## src/rtl/tw_prog_pkg.sv

```systemverilog
package tw_prog_pkg;

   localparam int CMD_BITS  = 6;
   localparam int CODE_BITS = 4;

   typedef enum logic [2:0] {
      CMD_NONE  = 3'd0,
      CMD_LOAD  = 3'd1,
      CMD_READ  = 3'd2,
      CMD_INC   = 3'd3,
      CMD_BEGIN = 3'd4,
      CMD_END   = 3'd5,
      CMD_ERASE = 3'd6
   } cmd_e;

   localparam logic [CODE_BITS-1:0] CODE_LOAD  = 4'h2;
   localparam logic [CODE_BITS-1:0] CODE_READ  = 4'h4;
   localparam logic [CODE_BITS-1:0] CODE_INC   = 4'h6;
   localparam logic [CODE_BITS-1:0] CODE_BEGIN = 4'h8;
   localparam logic [CODE_BITS-1:0] CODE_END   = 4'hE;
   localparam logic [CODE_BITS-1:0] CODE_ERASE = 4'h9;

   function automatic cmd_e decode_cmd(input logic [CODE_BITS-1:0] code);
      cmd_e r;
      case (code)
         CODE_LOAD:  r = CMD_LOAD;
         CODE_READ:  r = CMD_READ;
         CODE_INC:   r = CMD_INC;
         CODE_BEGIN: r = CMD_BEGIN;
         CODE_END:   r = CMD_END;
         CODE_ERASE: r = CMD_ERASE;
         default:    r = CMD_NONE;
      endcase
      return r;
   endfunction

endpackage

```

## src/rtl/tw_prog_sync.sv

```systemverilog
module tw_prog_sync #(
   parameter int STAGES = 2
) (
   input  logic clk,
   input  logic rst_n,
   input  logic pin_clk,
   input  logic pin_dat,
   output logic rise,
   output logic fall,
   output logic dat
);

   if (STAGES < 2) begin : g_bad_stages
      $error("tw_prog_sync: STAGES must be at least 2");
   end

   logic [STAGES-1:0] ck_q;
   logic [STAGES-1:0] dt_q;
   logic              ck_prev;

   for (genvar g = 0; g < STAGES; g++) begin : g_stage
      if (g == 0) begin : g_first
         always_ff @(posedge clk or negedge rst_n) begin
            if (!rst_n) begin
               ck_q[g] <= 1'b0;
               dt_q[g] <= 1'b0;
            end else begin
               ck_q[g] <= pin_clk;
               dt_q[g] <= pin_dat;
            end
         end
      end else begin : g_next
         always_ff @(posedge clk or negedge rst_n) begin
            if (!rst_n) begin
               ck_q[g] <= 1'b0;
               dt_q[g] <= 1'b0;
            end else begin
               ck_q[g] <= ck_q[g-1];
               dt_q[g] <= dt_q[g-1];
            end
         end
      end
   end

   always_ff @(posedge clk or negedge rst_n) begin
      if (!rst_n) ck_prev <= 1'b0;
      else        ck_prev <= ck_q[STAGES-1];
   end

   assign rise = ck_q[STAGES-1] & ~ck_prev;
   assign fall = ~ck_q[STAGES-1] & ck_prev;
   assign dat  = dt_q[STAGES-1];

endmodule

```

## src/rtl/tw_prog_cmd.sv

```systemverilog
module tw_prog_cmd
   import tw_prog_pkg::*;
#(
   parameter int CMD_W = CMD_BITS
) (
   input  logic clk,
   input  logic rst_n,
   input  logic clr,
   input  logic listen,
   input  logic fall,
   input  logic dat,
   output cmd_e cmd_q
);

   localparam int CNT_W = $clog2(CMD_W);
   localparam logic [CNT_W-1:0] LAST = CNT_W'(CMD_W - 1);

   if (CMD_W < CODE_BITS + 1) begin : g_bad_cmd
      $error("tw_prog_cmd: CMD_W must exceed the decoded code width");
   end

   logic [CMD_W-2:0] sh;
   logic [CMD_W-1:0] nxt;
   logic [CNT_W-1:0] cnt;

   assign nxt = {dat, sh};

   always_ff @(posedge clk or negedge rst_n) begin
      if (!rst_n) begin
         sh    <= '0;
         cnt   <= '0;
         cmd_q <= CMD_NONE;
      end else if (clr) begin
         sh    <= '0;
         cnt   <= '0;
         cmd_q <= CMD_NONE;
      end else begin
         cmd_q <= CMD_NONE;
         if (listen && fall) begin
            sh <= nxt[CMD_W-1:1];
            if (cnt == LAST) begin
               cnt   <= '0;
               cmd_q <= decode_cmd(nxt[CODE_BITS-1:0]);
            end else begin
               cnt <= cnt + 1'b1;
            end
         end
      end
   end

endmodule

```

## src/rtl/tw_prog_frame.sv

```systemverilog
module tw_prog_frame #(
   parameter int DATA_W = 14,
   parameter int CORE_W = 12
) (
   input  logic              clk,
   input  logic              rst_n,
   input  logic              clr,
   input  logic              start_load,
   input  logic              start_read,
   input  logic              rise,
   input  logic              fall,
   input  logic              dat,
   input  logic [CORE_W-1:0] rd_word,
   output logic              busy,
   output logic              rd_act,
   output logic              oe,
   output logic              dout,
   output logic              ld_valid,
   output logic [CORE_W-1:0] ld_word
);

   localparam int FRAME_LEN = DATA_W + 2;
   localparam int PAD       = DATA_W - CORE_W;
   localparam int CNT_W     = $clog2(FRAME_LEN);
   localparam logic [CNT_W-1:0] C_FIRST = CNT_W'(1);
   localparam logic [CNT_W-1:0] C_LASTD = CNT_W'(DATA_W);
   localparam logic [CNT_W-1:0] C_STOP  = CNT_W'(FRAME_LEN - 1);

   if (CORE_W > DATA_W) begin : g_bad_width
      $error("tw_prog_frame: CORE_W must not exceed DATA_W");
   end

   typedef enum logic [1:0] {F_IDLE, F_LOAD, F_READ} fstate_e;

   fstate_e           state;
   logic [CNT_W-1:0]  cyc;
   logic [DATA_W-1:0] sh;
   logic [DATA_W-1:0] rd_frame;

   if (PAD > 0) begin : g_pad
      assign rd_frame = {{PAD{1'b1}}, rd_word};
   end else begin : g_nopad
      assign rd_frame = rd_word;
   end

   logic in_data;
   assign in_data = (cyc >= C_FIRST) && (cyc <= C_LASTD);

   always_ff @(posedge clk or negedge rst_n) begin
      if (!rst_n) begin
         state    <= F_IDLE;
         cyc      <= '0;
         sh       <= '0;
         oe       <= 1'b0;
         dout     <= 1'b0;
         ld_valid <= 1'b0;
         ld_word  <= '0;
      end else if (clr) begin
         state    <= F_IDLE;
         cyc      <= '0;
         sh       <= '0;
         oe       <= 1'b0;
         dout     <= 1'b0;
         ld_valid <= 1'b0;
      end else begin
         ld_valid <= 1'b0;
         case (state)
            F_IDLE: begin
               cyc <= '0;
               if (start_load) begin
                  state <= F_LOAD;
                  sh    <= '0;
               end else if (start_read) begin
                  state <= F_READ;
                  sh    <= rd_frame;
               end
            end
            F_LOAD: begin
               if (fall) begin
                  if (in_data) sh <= {dat, sh[DATA_W-1:1]};
                  if (cyc == C_STOP) begin
                     state    <= F_IDLE;
                     cyc      <= '0;
                     ld_valid <= 1'b1;
                     ld_word  <= sh[CORE_W-1:0];
                  end else begin
                     cyc <= cyc + 1'b1;
                  end
               end
            end
            F_READ: begin
               if (rise) begin
                  if (in_data) begin
                     oe   <= 1'b1;
                     dout <= sh[0];
                     sh   <= {1'b0, sh[DATA_W-1:1]};
                  end else if (cyc == C_STOP) begin
                     oe   <= 1'b0;
                     dout <= 1'b0;
                  end
               end
               if (fall) begin
                  if (cyc == C_STOP) begin
                     state <= F_IDLE;
                     cyc   <= '0;
                  end else begin
                     cyc <= cyc + 1'b1;
                  end
               end
            end
            default: state <= F_IDLE;
         endcase
      end
   end

   assign busy   = (state != F_IDLE);
   assign rd_act = (state == F_READ);

endmodule

```

## src/rtl/tw_prog_slave.sv

```systemverilog
module tw_prog_slave
   import tw_prog_pkg::*;
#(
   parameter int SYNC_STAGES = 2,
   parameter int DATA_W      = 14,
   parameter int CORE_W      = 12
) (
   input  logic              clk,
   input  logic              rst_n,
   input  logic              mode_en,
   input  logic              pclk_in,
   input  logic              pdat_in,
   output logic              pdat_out,
   output logic              pdat_oe,
   input  logic [CORE_W-1:0] rd_word,
   output logic [CORE_W-1:0] ld_word,
   output logic              ld_valid,
   output logic              inc_addr,
   output logic              begin_prog,
   output logic              end_prog,
   output logic              bulk_erase
);

   logic rise_w;
   logic fall_w;
   logic dat_w;
   logic clr_w;
   logic busy_w;
   logic rd_act_w;
   cmd_e cmd_w;

   assign clr_w = ~mode_en;

   tw_prog_sync #(.STAGES(SYNC_STAGES)) i_sync (
      .clk     (clk),
      .rst_n   (rst_n),
      .pin_clk (pclk_in),
      .pin_dat (pdat_in),
      .rise    (rise_w),
      .fall    (fall_w),
      .dat     (dat_w)
   );

   tw_prog_cmd #(.CMD_W(CMD_BITS)) i_cmd (
      .clk    (clk),
      .rst_n  (rst_n),
      .clr    (clr_w),
      .listen (~busy_w),
      .fall   (fall_w),
      .dat    (dat_w),
      .cmd_q  (cmd_w)
   );

   tw_prog_frame #(.DATA_W(DATA_W), .CORE_W(CORE_W)) i_frame (
      .clk        (clk),
      .rst_n      (rst_n),
      .clr        (clr_w),
      .start_load (cmd_w == CMD_LOAD),
      .start_read (cmd_w == CMD_READ),
      .rise       (rise_w),
      .fall       (fall_w),
      .dat        (dat_w),
      .rd_word    (rd_word),
      .busy       (busy_w),
      .rd_act     (rd_act_w),
      .oe         (pdat_oe),
      .dout       (pdat_out),
      .ld_valid   (ld_valid),
      .ld_word    (ld_word)
   );

   assign inc_addr   = (cmd_w == CMD_INC);
   assign begin_prog = (cmd_w == CMD_BEGIN);
   assign end_prog   = (cmd_w == CMD_END);
   assign bulk_erase = (cmd_w == CMD_ERASE);

endmodule

```

## config.mk

```make
export PLATFORM = sky130hd
export DESIGN_NAME = tw_prog_slave
export DESIGN_NICKNAME = d
export VERILOG_FILES = /design/src/rtl/tw_prog_pkg.sv /design/src/rtl/tw_prog_sync.sv /design/src/rtl/tw_prog_cmd.sv /design/src/rtl/tw_prog_frame.sv /design/src/rtl/tw_prog_slave.sv
export SDC_FILE = /design/constraint.sdc
export NUM_CORES = 1
export LEC_CHECK = 0
export ABC_AREA = 1
export BUFFER_PORTS_ARGS = -buffer_cell sky130_fd_sc_hd__buf_2
export CAP_MARGIN = 20
export CORE_AREA = 3 3 72 91
export CTS_BUF_LIST = sky130_fd_sc_hd__clkbuf_16
export DETAILED_ROUTE_END_ITERATION = 16
export DIE_AREA = 0 0 75 94
export PLACE_DENSITY = 0.73
export SLEW_MARGIN = 20
export SYNTH_ARGS = -nofsm -noshare
export SYNTH_HDL_FRONTEND = slang
export SYNTH_SLANG_ARGS = --single-unit
```

## constraint.sdc

```tcl
create_clock -name clk -period 2.2 [get_ports clk]
set_input_delay 0 -clock clk [delete_from_list [all_inputs] [get_ports clk]]
set_output_delay 0 -clock clk [all_outputs]
set_load 0.005 [all_outputs]
```

# After elaboration in Yosys (flattened, before gate mapping)
# Cells that the tools add are included.
# Widths: inputs -> output; s select.
dict set report classes {
  order_cmp 2
  muxes 40
  n_reduce_logical 10
  n_eq_ne 29
  n_addsub 2
  bitwise_logic 5
}
# op n
set ops {}
lappend ops {{$mux 14} 7}
lappend ops {{$pmux 14 s3} 1}
lappend ops {{$mux 3} 6}
lappend ops {{$pmux 3 s6} 1}
lappend ops {{$eq 4x4->1 const B} 4}
lappend ops {{$ne 3x2->1 const B} 5}
lappend ops {{$mux 1} 13}
lappend ops {{$eq 3x3->1 const B} 4}
lappend ops {{$mux 4} 3}
lappend ops {{$mux 2} 5}
lappend ops {{$mux 5} 2}
lappend ops {{$eq 4x3->1 const B} 2}
lappend ops {{$pmux 4 s2} 1}
lappend ops {{$eq 3x2->1 const B} 2}
lappend ops {{$ne 2x1->1 const B} 3}
lappend ops {{$ne 3x3->1 const B} 2}
lappend ops {{$reduce_and 3->1} 2}
lappend ops {{$reduce_and 6->1} 1}
lappend ops {{$add 4x1->4 const B} 1}
lappend ops {{$eq 4x2->1 const B} 1}
lappend ops {{$ge 4x1->1 const B} 1}
lappend ops {{$le 4x4->1 const B} 1}
lappend ops {{$ne 4x1->1 const B} 1}
lappend ops {{$ne 4x2->1 const B} 1}
lappend ops {{other kinds (14)} 18}
dict set report word_totals {
  elab_cells 103
  register_bits 51
  in_bits 17
}

# Logic depth before layout (Yosys ltp)
# Gate-level depths: netlist (run 1).
dict set report depth {
  ltp_word 6
  ltp_mapped 13
}

# Modules after synthesis
# A second synthesis (run 1) with hierarchy kept.
dict set report hier_totals {
  hier_cells 338
  area_unflattened_um2 2645.0
}
# mod cells_per_inst area_per_inst_um2 seq_area_each_um2 n_inst
set modules_own_cells {}
lappend modules_own_cells {tw_prog_frame 250 1921.8 875.8 1}
lappend modules_own_cells {tw_prog_cmd 65 530.5 275.3 1}
lappend modules_own_cells {tw_prog_sync 9 140.1 125.1 1}
lappend modules_own_cells {tw_prog_slave 14 52.6 0.0 1}

# Least setup slack after synthesis (run 1)
# Ideal clock, no wire load.
dict set report synth_timing {
  kind {register to register}
  start {reg i_frame.cyc[0]}
  end {reg i_frame.sh[10]}
  stages_incl_launch_ff 12
  setup_ns 0.116
  n_path_buf 1
  slack_ns 0.692
  period_less_slack_ns 1.508
  arrival_ns 1.391
  cell_sequence {dfrtp_1 > inv_1 > ha_1 > inv_1 > nor2_1 > nand2_1 > nand2_2 > o21bai_1 > nand3_4 > buf_6 > nand2_1 > nand2_1}
}
dict set report synth_via {
  elab_chain_cells 4
  elab_cells_between_ends 6
  cone_classes {order compare: 2; eq/ne: 2; reduce/logical: 2}
}
# element line_no
set synth_rtl {}
lappend synth_rtl {{start, declared} tw_prog_frame.sv:36} ;# logic [CNT_W-1:0] cyc;
lappend synth_rtl {{start signal, assigned} tw_prog_frame.sv:87} ;# cyc <= cyc + 1'b1;
lappend synth_rtl {{start signal, assigned} tw_prog_frame.sv:107} ;# cyc <= cyc + 1'b1;
lappend synth_rtl {{$ge 4x1->1 / $le 4x4->1 (equally long branches)} tw_prog_frame.sv:47} ;# assign in_data = (cyc >= C_FIRST) && (cyc <= C_LASTD);
lappend synth_rtl {{$logic_and 1x1->1 (*)} tw_prog_frame.sv:47}
lappend synth_rtl {{$ne 3x3->1 (no source line) / $ne 3x2->1 (equally long branches)} n/a}
lappend synth_rtl {{$reduce_and 6->1 (no source line) (*)} n/a}
lappend synth_rtl {{end signal, assigned} tw_prog_frame.sv:75} ;# sh <= rd_frame;
lappend synth_rtl {{end signal, assigned} tw_prog_frame.sv:80} ;# if (in_data) sh <= {dat, sh[DATA_W-1:1]};
lappend synth_rtl {{end signal, assigned} tw_prog_frame.sv:96} ;# sh <= {1'b0, sh[DATA_W-1:1]};
lappend synth_rtl {{end, declared} tw_prog_frame.sv:37} ;# logic [DATA_W-1:0] sh;
# Every way passes the cells marked *; elsewhere a longest branch is shown, timed or not.
# A chain may end at the register's enable or synchronous reset.

# Worst setup path in the final report (run 1)
dict set report layout_timing {
  start {reg i_frame.cyc[0]}
  end {reg i_frame.sh[2]}
}
# Same word-level chain as after synthesis.

==> reports/results.txt, run 1 <==
Synth Area in Compound Gates -> 9.82%
Sequential-to-total area share from yosys stat -> 49.8%
Share of post-route cells with drive strength above 1 -> 16.7%
Worst Setup End Kind -> flip-flop
Largest family of logic cells by synthesized area -> simple AND/OR/NAND/NOR gates
RSZ-0062 raised after global routing -> no
Post-DR wirelength/cell -> 12.4 um
First-pass GRT wire length -> 9040 um
Status -> complete, no violations
Hold path depth -> 5
CTS Root Cell -> clkbuf_16
Post-synth top area cell -> dfrtp_1
Pwr dens -> 975 mW/mm^2
Hold buffers post-CTS -> 3
Reg2Reg Setup Slack -> 0.36 ns
Post-CTS Repair Setup Buffers -> 0
CTS clock-pin slew for the worst setup and hold paths -> 0.07 ns
Horiz. Die Dim -> 75 um
Clock latency on the worst-skew pair -> 0.29 ns
Overall routing resource usage -> 16.5%
Multiplexer share of the synthesized area -> 0%
Chip height -> 94 um
NumNets Final -> 377
Drt via density -> 5.02
Cell with the most instances after synthesis -> nand2_1
Hold crit path type -> input pin to flip-flop
Largest fanout on the critical path -> 14
Post-CTS sizing -> 0
Fin cells -> 420
Syn-to-layout area delta -> 16.2%
Post-route DRC -> 0
HPWL Detailed -> 3620 um
Min Tclk post-route -> 1.84 ns
Fin Setup TNS -> 0 ns
Hold wc startpoint -> rd_word[8]
Number of inserted diodes -> 0
Synth Area in Adders -> 3.42%
CP Launch Type -> flip-flop
WL final -> 5200 um
Simple-Gate Fraction of Synth Area -> 27.5%
Slowest Stage Delay on Critical Path -> 0.45 ns
FF-to-FF End -> i_frame.sh[2]
Fin crit share -> 83.7%
Most used DFF post-synth -> dfrtp_1
FF-to-FF path depth -> 11
Crit-path cells -> inv_1 > ha_1 > inv_1 > nor2_1 > nand2_1 > nand2_2 > nand2_1 > nand2_2 > nor2_2 > nand3_1 > nand2_1
Peak VDD IR -> 0.000447 V
R2r startpoint -> i_frame.cyc[0]
TritonCTS clock tree -> done
Vias in the first global route -> 2086
Fin worst setup slack -> 0.358 ns
Static leakage -> 0.00153 uW
Pre-CTS WS -> 0.396 ns
Async set-reset flop share out of synthesis -> 100%
Detailed Route Iter0 Violations -> 114
Clock tree buffer depth -> 2
Peak Freq -> 543 MHz
Row count -> 31
Die Area -> 0.00705 sq mm
Boundary Pins -> 36
Crit path buf inv count -> 2
Global placement routability congestion -> 0.786
Mapped Nets -> 341
Yosys cell types -> 28
Hold Vio Cnt, Final -> 0
Pre-Repair DR Iteration Count -> 4
Num CTS Buffers -> 5
Worst path most repeated cell -> nand2_1
Synth Area in XOR/XNOR -> 0%
Number of synthesized flops with an enable pin -> 0
Post-synthesis cell count -> 317
Clk_skew -> 0.00401 ns
Starting Density -> 44.3%
Slowest CP cell -> nor2_2
GRT overflow -> 0
Port Buffers -> 35
Clock Sink Count -> 51
WS Path Type -> flip-flop to flip-flop
Mean post-synth cell area -> 8.08 sq um
DR vias -> 2110
Synth top area share -> 49.8%
MaxCap Viol Count -> 0
Synth Cell Area -> 0.00256 sq mm
Crit-path leading delay family -> simple AND/OR/NAND/NOR gates
Yosys warning total -> 0
Post-layout util -> 51.5%
Worst slew pin tran -> 0.649 ns
Synth top area cells -> dfrtp_1, nand2_1, nand3_1
H-tree depth -> 2
Yosys reg bits -> 51
Placed insts -> 409
Antenna violations before repair -> 0
Post-route antenna net violation count -> 0
Hold Path End -> i_frame.sh[8]
Largest net degree at the start of global routing -> 52
Fillcell total -> 543
Slew HR -> 56.7%
Final setup violation count -> 0
Pins over their slew limit -> 0
Critical Path AT -> 2.07 ns
Crit path required time -> 2.43 ns
Post-synth top cells -> nand2_1, dfrtp_1, inv_1, nand3_1, o21ai_0
Total core area -> 0.00578 sq mm
-- layout make-up --
type / count / area (sq um) / share of cell area, %
multi-input cells: 210 / 1040 / 35.0
inverters: 46 / 173 / 5.80
well taps: 66 / 82.6 / 2.78
flip-flops and latches: 51 / 1280 / 42.9
clock buffers: 5 / 125 / 4.21
clock inverters: 3 / 63.8 / 2.14
repair buffers: 39 / 213 / 7.15
-- layer usage --
metal	track usage, %	vias up	part of all wire [%]
met3	3.10	8	2.7
met5	0	-	0
met2	27.5	31	51
met4	6.08	0	1.9
li1	-	1081	-
met1	20.7	990	45
-- sequential cells by signal, indices dropped and copies added, names as in the netlist, 2 cells and up --
| signal | cells |
|---|---|
| i_frame.state | 2 |
| i_cmd.sh | 5 |
| i_frame.sh | 14 |
| i_sync.ck_q | 2 |
| i_frame.cyc | 4 |
| i_frame.ld_word | 12 |
| i_cmd.cmd_q | 3 |
| i_cmd.cnt | 3 |
-- cells in the final DEF, fill, tap and decap left out, drive strengths merged --
| master | Yosys | layout |
|---|---|---|
| a31oi | 1 | 1 |
| o22ai | 1 | 1 |
| ha | 7 | 7 |
| nor3 | 8 | 8 |
| bufinv | 0 | 2 |
| o21ai | 29 | 29 |
| nand2 | 91 | 91 |
| inv | 45 | 46 |
| dfrtp | 51 | 51 |
| nor2 | 14 | 14 |
| clkbuf | 2 | 5 |
| nand3 | 42 | 42 |
| o22a | 1 | 1 |
| a21boi | 1 | 1 |
| buf | 8 | 36 |
| dlygate4sd3 | 0 | 3 |
| a21oi | 11 | 11 |
| nor4 | 1 | 1 |
| clkinv | 1 | 1 |
| o21bai | 3 | 3 |
-- cell families (layout without fill, tap and decap cells) --
group,Yosys count,count (layout)
simple gates,156,156
buf+inv,56,93
flops,51,51
compound gates,47,47
fa+ha+maj,7,7
-- how the worst max path moves through the flow --
stage	start	to	slack [ns]	depth (start not counted)
global placement	i_frame.state[0]	i_frame.cyc[0]	0.44	8
detailed placement	i_frame.state[0]	i_frame.cyc[0]	0.40	8
finish	i_frame.cyc[0]	i_frame.sh[2]	0.36	11
CTS	i_frame.cyc[0]	i_frame.sh[2]	0.36	11
global route	i_frame.cyc[0]	i_frame.sh[2]	0.13	11
floorplan	i_frame.cyc[0]	i_frame.sh[10]	0.69	11
-- worst min-delay path, cell delays in order --
cell and delay, ns:
buf_2 0.08, nand3_1 0.06, o21ai_0 0.07, nand3_1 0.07, nand2_1 0.06
-- per-stage QoR --
stage	cell area [sq um]	total power, uW	hold slack (ns)
floorplan	2560	1790	-0.296
global placement	2760	1910	0.110
detailed placement	2760	1930	0.109
CTS	2980	2930	0.0883
global route	2980	3100	0.103
finish	2980	2900	0.0873
-- power breakdown --
part / switching, uW / internal [uW]
combinational: 489 / 236
clock: 333 / 647
sequential: 100 / 1100
total: 922 / 1980
Power figures use the tool's default switching activity.
==> inputs of run 2 (changes only) <==
--- a/config.mk
+++ b/config.mk
@@ -5,14 +5,14 @@
 export SDC_FILE = /design/constraint.sdc
 export NUM_CORES = 1
 export LEC_CHECK = 0
-export ABC_AREA = 1
+export ABC_AREA = 0
 export BUFFER_PORTS_ARGS = -buffer_cell sky130_fd_sc_hd__buf_2
 export CAP_MARGIN = 20
-export CORE_AREA = 3 3 72 91
+export CORE_AREA = 3 3 71 90
 export CTS_BUF_LIST = sky130_fd_sc_hd__clkbuf_16
 export DETAILED_ROUTE_END_ITERATION = 16
-export DIE_AREA = 0 0 75 94
-export PLACE_DENSITY = 0.73
+export DIE_AREA = 0 0 74 93
+export PLACE_DENSITY = 0.76
 export SLEW_MARGIN = 20
 export SYNTH_ARGS = -nofsm -noshare
 export SYNTH_HDL_FRONTEND = slang
==> constraint.sdc (replaced) <==
create_clock -name clk -period 1.5 [get_ports clk]
set_input_delay 0 -clock clk [delete_from_list [all_inputs] [get_ports clk]]
set_output_delay 0 -clock clk [all_outputs]
set_load 0.005 [all_outputs]
==> run 2 against run 1 <==
The flow now finishes with violations (setup timing); cell count decreased by 12%; sequential cell count unchanged; design area increased by 23%; synthesized cell count decreased by 31%; highest routed layer unchanged; maximum frequency decreased by 5.8%; area after synthesis decreased by 1.8%; worst setup slack got worse by 0.81 ns; non-clock buffer count increased by 49; via count decreased by 2.4%; utilization increased by 12 points; worst hold slack got worse by 0.034 ns.
==> reports/results.txt, run 2 <==
H-tree depth -> 2
WS Path Type -> flip-flop to flip-flop
Static leakage -> 0.00174 uW
Port Buffers -> 35
Pwr dens -> 784 mW/mm^2
Synth Area in Adders -> 3.48%
GRT overflow -> 0
Fin cells -> 371
Hold crit path type -> input pin to flip-flop
Row count -> 31
Yosys cell types -> 44
Yosys reg bits -> 51
Min Tclk post-route -> 1.96 ns
Clk_skew -> 0.00299 ns
MaxCap Viol Count -> 0
Post-synthesis cell count -> 219
Synth Cell Area -> 0.00251 sq mm
Synth top area cells -> dfrtp_1, mux2_2, mux2_4
Largest fanout on the critical path -> 6
Post-synth top cells -> dfrtp_1, mux2_2, nand2_1, a21oi_1, a22o_1
DR vias -> 2059
Largest regs -> i_frame.sh: 14 flops, i_frame.ld_word: 12 flops, i_cmd.sh: 5 flops
Max reg flops -> 14
Clock Sink Count -> 51
Global placement routability congestion -> 0.797
Number of inserted diodes -> 0
Detailed Route Iter0 Violations -> 67
Top sig layer -> met4
Critical Path AT -> 2.13 ns
CTS clock-pin slew for the worst setup and hold paths -> 0.07 ns
TritonCTS clock tree -> done
Crit-path cells -> buf_6 > ha_4 > and3b_2 > o211ai_4 > a31oi_4 > clkbuf_16 > mux2_4
Clock latency on the worst-skew pair -> 0.29 ns
Largest family of logic cells by synthesized area -> simple AND/OR/NAND/NOR gates
Cell Int Power -> 2180 uW
CTS Root Cell -> clkbuf_16
Metal2 WL -> 3410 um
Post-route DRC -> 0
Worst slew pin tran -> 0.548 ns
CP Launch Type -> flip-flop
Fin crit share -> 130%
Yosys warning total -> 0
NetSw -> 678 uW
Share of post-route cells with drive strength above 1 -> 54.1%
Logic pwr share -> 8.5%
Clock network fraction of total power -> 40.4%
Failing checks -> setup timing
Placed insts -> 347
Synth Area in Compound Gates -> 13.2%
Hold Vio Cnt, Final -> 0
Post-synth top area cell -> dfrtp_1
Synth top area share -> 50.7%
Most frequent cells in the layout -> dfrtp_1, buf_4, buf_2
WHS -> 0.0537 ns
Horiz. Die Dim -> 74 um
First-pass GRT wire length -> 9550 um
Status -> complete, but fails checks
Crit path required time -> 1.68 ns
Net Sw Frac -> 23.7%
Crit path buf inv count -> 2
Routed met1 length -> 2510 um
Largest net degree at the start of global routing -> 23
Starting Density -> 44.1%
Vias in the first global route -> 2010
NumNets Final -> 328
Mean post-synth cell area -> 11.5 sq um
Fin worst setup slack -> -0.455 ns
Slew HR -> 63.4%
Design area -> 0.00365 sq mm
Number of synthesized flops with an enable pin -> 0
Placed cell areas -> 0.00312 sq mm
Boundary Pins -> 36
Pins over their slew limit -> 0
Antenna violations before repair -> 0
Pre-Repair DR Iteration Count -> 5
Simple-Gate Fraction of Synth Area -> 15.1%
Crit-path leading delay family -> flip-flops
HPWL Detailed -> 3870 um
Die Area -> 0.00688 sq mm
Slowest CP cell -> dfrtp_1
Sequential share of power -> 51.0%
RSZ-0062 raised after global routing -> yes
Most used DFF post-synth -> dfrtp_1
Chip height -> 93 um
Overall routing resource usage -> 18.1%
Async set-reset flop share out of synthesis -> 100%
Metal3 WL -> 170 um
Commonest non-fill, non-tap cell in the layout -> dfrtp_1
Slowest Stage Delay on Critical Path -> 0.42 ns
Clock tree buffer depth -> 2
Synth Area in XOR/XNOR -> 1.04%
Peak VDD IR -> 0.000531 V
Num CTS Buffers -> 5
Post-DR wirelength/cell -> 17.1 um
Multiplexer share of the synthesized area -> 13.5%
Mapped Nets -> 243
Syn-to-layout area delta -> 45.0%
Largest Register -> i_frame.sh
Peak Freq -> 511 MHz
Drt via density -> 5.55
Post-route antenna net violation count -> 0
Total core area -> 0.00570 sq mm
Final setup violation count -> 32
WL final -> 6330 um
Worst Setup End Kind -> flip-flop
Sequential-to-total area share from yosys stat -> 50.7%
Cell with the most instances after synthesis -> dfrtp_1
==> run 2: cell types whose count changed in the layout (fill, tap and decap cells not counted), sizes merged, moves of 4 or more <==
cell,previous run,this run
a22o,0,12
buf,36,84
inv,46,7
mux2,0,26
nand2,91,16
nand3,42,11
nor3,8,4
nor3b,0,4
o21ai,29,8
==> run 2: final timing paths <==
kind                             startpoint            endpoint  slack (ns)  cells past startpoint
min reg2reg                  i_sync.ck_q[0]      i_sync.ck_q[1]        0.35                      0
max                        i_frame.state[1]       i_frame.sh[1]       -0.46                      7
min                              rd_word[5]       i_frame.sh[5]        0.05                      3
min in group asynchronous             rst_n  i_frame.ld_word[6]        0.19                      2
max reg2reg                i_frame.state[1]       i_frame.sh[1]       -0.46                      7
max in group asynchronous             rst_n    i_frame.state[1]        0.71                      3
==> run 2: kinds of logic (layout without fill, tap and decap cells) <==
family,Yosys count,after routing
buffers and inverters,16,102
multiplexers,27,27
AND/OR/NAND/NOR,69,69
adder cells (fa/ha/maj),7,7
flip-flops,51,51
AO/OA/AOI/OAI,46,46
XOR/XNOR,3,3
==> run 2: through the flow <==
step	total power [uW]	utilization (%)	TNS (ns)	worst slack, ns
after floorplan	1590	-	-6.71	-0.454
after global placement	1690	54.7	-8.65	-0.399
after global routing	2970	64.0	-11.65	-0.513
after detailed placement	1700	54.7	-9.76	-0.457
after CTS	2880	61.6	-9.25	-0.420
final	2860	64.0	-9.44	-0.455
==> run 2: power by group through the flow <==
stage | sequential (uW) | combinational, uW | clock (uW)
floorplan | 1470 | 120 | 0
global placement | 1480 | 208 | 0
detailed placement | 1480 | 214 | 0
CTS | 1460 | 231 | 1190
global route | 1470 | 264 | 1240
finish | 1460 | 244 | 1160
==> run 2: per-layer routing <==
| layer | track usage [%] | vias to the layer above |
|---|---|---|
| li1 | - | 958 |
| met1 | 22.0 | 1036 |
| met2 | 30.5 | 48 |
| met3 | 2.69 | 17 |
| met4 | 9.21 | 0 |
| met5 | 0 | - |
==> run 2: worst reg2reg max path, stage by stage, from the launching register on <==
cell       delay [ns]
dfrtp_1          0.42
buf_6            0.14
ha_4             0.18
and3b_2          0.25
o211ai_4         0.22
a31oi_4          0.14
clkbuf_16        0.19
mux2_4           0.30
==> run 2: layout make-up <==
class                   instances  area [sq um]
flip-flops and latches         51          1280
well taps                      66          82.6
multi-input cells             152          1470
fillers                       395          2050
clock buffers                   5           125
clock inverters                 3          27.5
inverters                       6          22.5
repair buffers                 88           644
==> run 2: repair_timing <==
| action | in CTS | in global routing |
|---|---|---|
| gates resized for setup | 30 | 34 |
| pin swaps | 12 | 18 |
| endpoints found under the setup margin | 34 | 43 |
| endpoints found under the hold margin | 22 | 0 |
| hold buffers | 3 | 0 |
| gates cloned | 1 | 1 |
| buffers inserted | 9 | 8 |
==> inputs of run 3 (changes only) <==
--- a/config.mk
+++ b/config.mk
@@ -9,7 +9,6 @@
 export BUFFER_PORTS_ARGS = -buffer_cell sky130_fd_sc_hd__buf_2
 export CAP_MARGIN = 20
 export CORE_AREA = 3 3 71 90
-export CTS_BUF_LIST = sky130_fd_sc_hd__clkbuf_16
 export DETAILED_ROUTE_END_ITERATION = 16
 export DIE_AREA = 0 0 74 93
 export PLACE_DENSITY = 0.76
==> run 3 against run 2 <==
The run still ends with setup timing left; routed wire length fell by 4.9%; largest power group unchanged; design area shrank 3.0%; total power is 11% lower; clock skew grew 0.0046 ns; clock power is 27% lower.
==> reports/results.txt, run 3 (synthesis results as in run 2) <==
Largest net degree at the start of global routing -> 23
Pre-Repair DR Iteration Count -> 4
GRT overflow -> 0
Hold Vio Cnt, Final -> 0
Clock latency on the worst-skew pair -> 0.32 ns
Hold Path End -> i_frame.sh[5]
DR vias -> 2036
Sequential share of power -> 57.2%
CP Launch Type -> flip-flop
HPWL Detailed -> 3870 um
Failing checks -> setup timing
Post-route antenna net violation count -> 0
Status -> complete, but fails checks
FF-to-FF path depth -> 6
Min Tclk post-route -> 1.95 ns
NumNets Final -> 326
Number of inserted diodes -> 0
Vias in the first global route -> 1934
Commonest non-fill, non-tap cell in the layout -> dfrtp_1
Post-layout util -> 62.1%
Crit path buf inv count -> 1
Fin crit share -> 130%
MaxCap Viol Count -> 0
Crit-path leading delay family -> simple AND/OR/NAND/NOR gates
Boundary Pins -> 36
Post-DR wirelength/cell -> 16.3 um
Largest fanout on the critical path -> 6
Crit-path cells -> ha_2 > or4b_4 > o211ai_4 > a31oi_4 > clkbuf_16 > mux2_4
R2r startpoint -> i_frame.cyc[0]
Max reg flops -> 14
RSZ-0062 raised after global routing -> yes
Peak Freq -> 512 MHz
Total core area -> 0.00570 sq mm
Slowest CP cell -> or4b_4
WS Path Type -> flip-flop to flip-flop
Row count -> 31
Clock network fraction of total power -> 33.4%
Syn-to-layout area delta -> 40.7%
Largest Register -> i_frame.sh
TritonCTS clock tree -> done
Worst Setup End Kind -> flip-flop
Port Buffers -> 35
Hold crit path type -> input pin to flip-flop
Global placement routability congestion -> 0.797
First-pass GRT wire length -> 9160 um
Clock Sink Count -> 51
Clock tree buffer depth -> 2
Pre-CTS WS -> -0.457 ns
Reg2Reg Setup Slack -> -0.45 ns
Largest regs -> i_frame.sh: 14 flops, i_frame.ld_word: 12 flops, i_cmd.sh: 5 flops
Static leakage -> 0.00171 uW
Horiz. Die Dim -> 74 um
Cell Int Power -> 1890 uW
WL final -> 6020 um
Starting Density -> 44.1%
Antenna violations before repair -> 0
Peak VDD IR -> 0.000503 V
Share of post-route cells with drive strength above 1 -> 51.8%
Post-route DRC -> 0
Overall routing resource usage -> 17.3%
Worst slew pin tran -> 0.528 ns
Chip height -> 93 um
Final setup violation count -> 33
Crit path required time -> 1.71 ns
Detailed Route Iter0 Violations -> 98
Slew HR -> 64.7%
NetSw -> 659 uW
Most frequent cells in the layout -> dfrtp_1, buf_4, buf_2
CTS Root Cell -> clkbuf_8
FF-to-FF End -> i_frame.sh[7]
Pins over their slew limit -> 0
H-tree depth -> 2
CTS clock-pin slew for the worst setup and hold paths -> 0.10 ns
Num CTS Buffers -> 5
Net Sw Frac -> 25.8%
Hold wc startpoint -> rd_word[5]
Drt via density -> 5.52
Logic pwr share -> 9.5%
Fin worst setup slack -> -0.454 ns
Pwr dens -> 721 mW/mm^2
Critical Path AT -> 2.16 ns
Hold path depth -> 3
Clk_skew -> 0.00760 ns
Die Area -> 0.00688 sq mm
Slowest Stage Delay on Critical Path -> 0.50 ns
[run 3: changes by cell type in the layout (fill, tap and decap cells not counted), moves of 2 or more]
cell / delta
nand2_2: -2
buf_6: -2
clkbuf_16: -5
a21oi_2: -2
nand2_1: +2
a21oi_1: +2
clkbuf_8: +5
[run 3: repair_timing]
action	in CTS	in global routing
endpoints found under the hold margin	22	0
cloned	1	1
buffers inserted	8	7
gates resized for setup	29	25
setup endpoints to repair	34	45
hold buffers	3	0
pin swaps	10	13
[run 3: final cells by class]
class | count | area [sq um]
repair buffers | 86 | 622
well taps | 66 | 82.6
inverters | 6 | 22.5
flip-flops and latches | 51 | 1280
clock buffers | 5 | 68.8
fillers | 407 | 2160
clock inverters | 3 | 27.5
multi-input cells | 152 | 1440
[run 3: routing by layer]
layer  vias to the layer above  share of wire [%]  global-route usage, %  wire length (um)
met3                        12                2.6                   3.12               154
li1                        949                  -                      -                 -
met4                         0                2.6                   7.55               155
met5                         -                  0                      0                 0
met1                      1036                 41                   21.3              2490
met2                        39                 54                   29.2              3230
[run 3: worst max path at each step]
| stage | start | to | cells past startpoint |
|---|---|---|---|
| floorplan | i_frame.cyc[1] | i_frame.sh[10] | 7 |
| global placement | i_frame.cyc[0] | i_frame.sh[6] | 8 |
| detailed placement | i_frame.cyc[0] | i_frame.sh[10] | 8 |
| CTS | i_frame.cyc[0] | i_frame.sh[11] | 7 |
| global route | i_frame.cyc[1] | i_frame.sh[1] | 7 |
| finish | i_frame.cyc[0] | i_frame.sh[7] | 6 |
[run 3: metrics by stage]
| stage | cells | TNS, ns | cell area, sq um | hold WS (ns) | power [uW] |
|---|---|---|---|---|---|
| 2_1_floorplan | 219 | -6.71 | 2640 | -0.296 | 1590 |
| 3_3_place_gp | 347 | -8.65 | 3120 | -0.0292 | 1690 |
| 3_5_place_dp | 347 | -9.76 | 3120 | -0.0223 | 1700 |
| 4_1_cts | 367 | -9.10 | 3450 | 0.0153 | 2550 |
| 5_1_grt | 369 | -11.10 | 3540 | 0.0165 | 2650 |
| 6_report | 369 | -8.96 | 3540 | 0.0202 | 2550 |
[run 3: power groups by stage]
stage          logic, uW  registers (uW)  clock network (uW)
6_report             242            1460                 852
5_1_grt              263            1460                 918
4_1_cts              228            1460                 864
3_5_place_dp         214            1480                   0
3_3_place_gp         208            1480                   0
2_1_floorplan        120            1470                   0
[run 3: worst min-delay path: stages]
cell and delay, ns:
buf_2 0.08, a22o_1 0.11, mux2_4 0.13
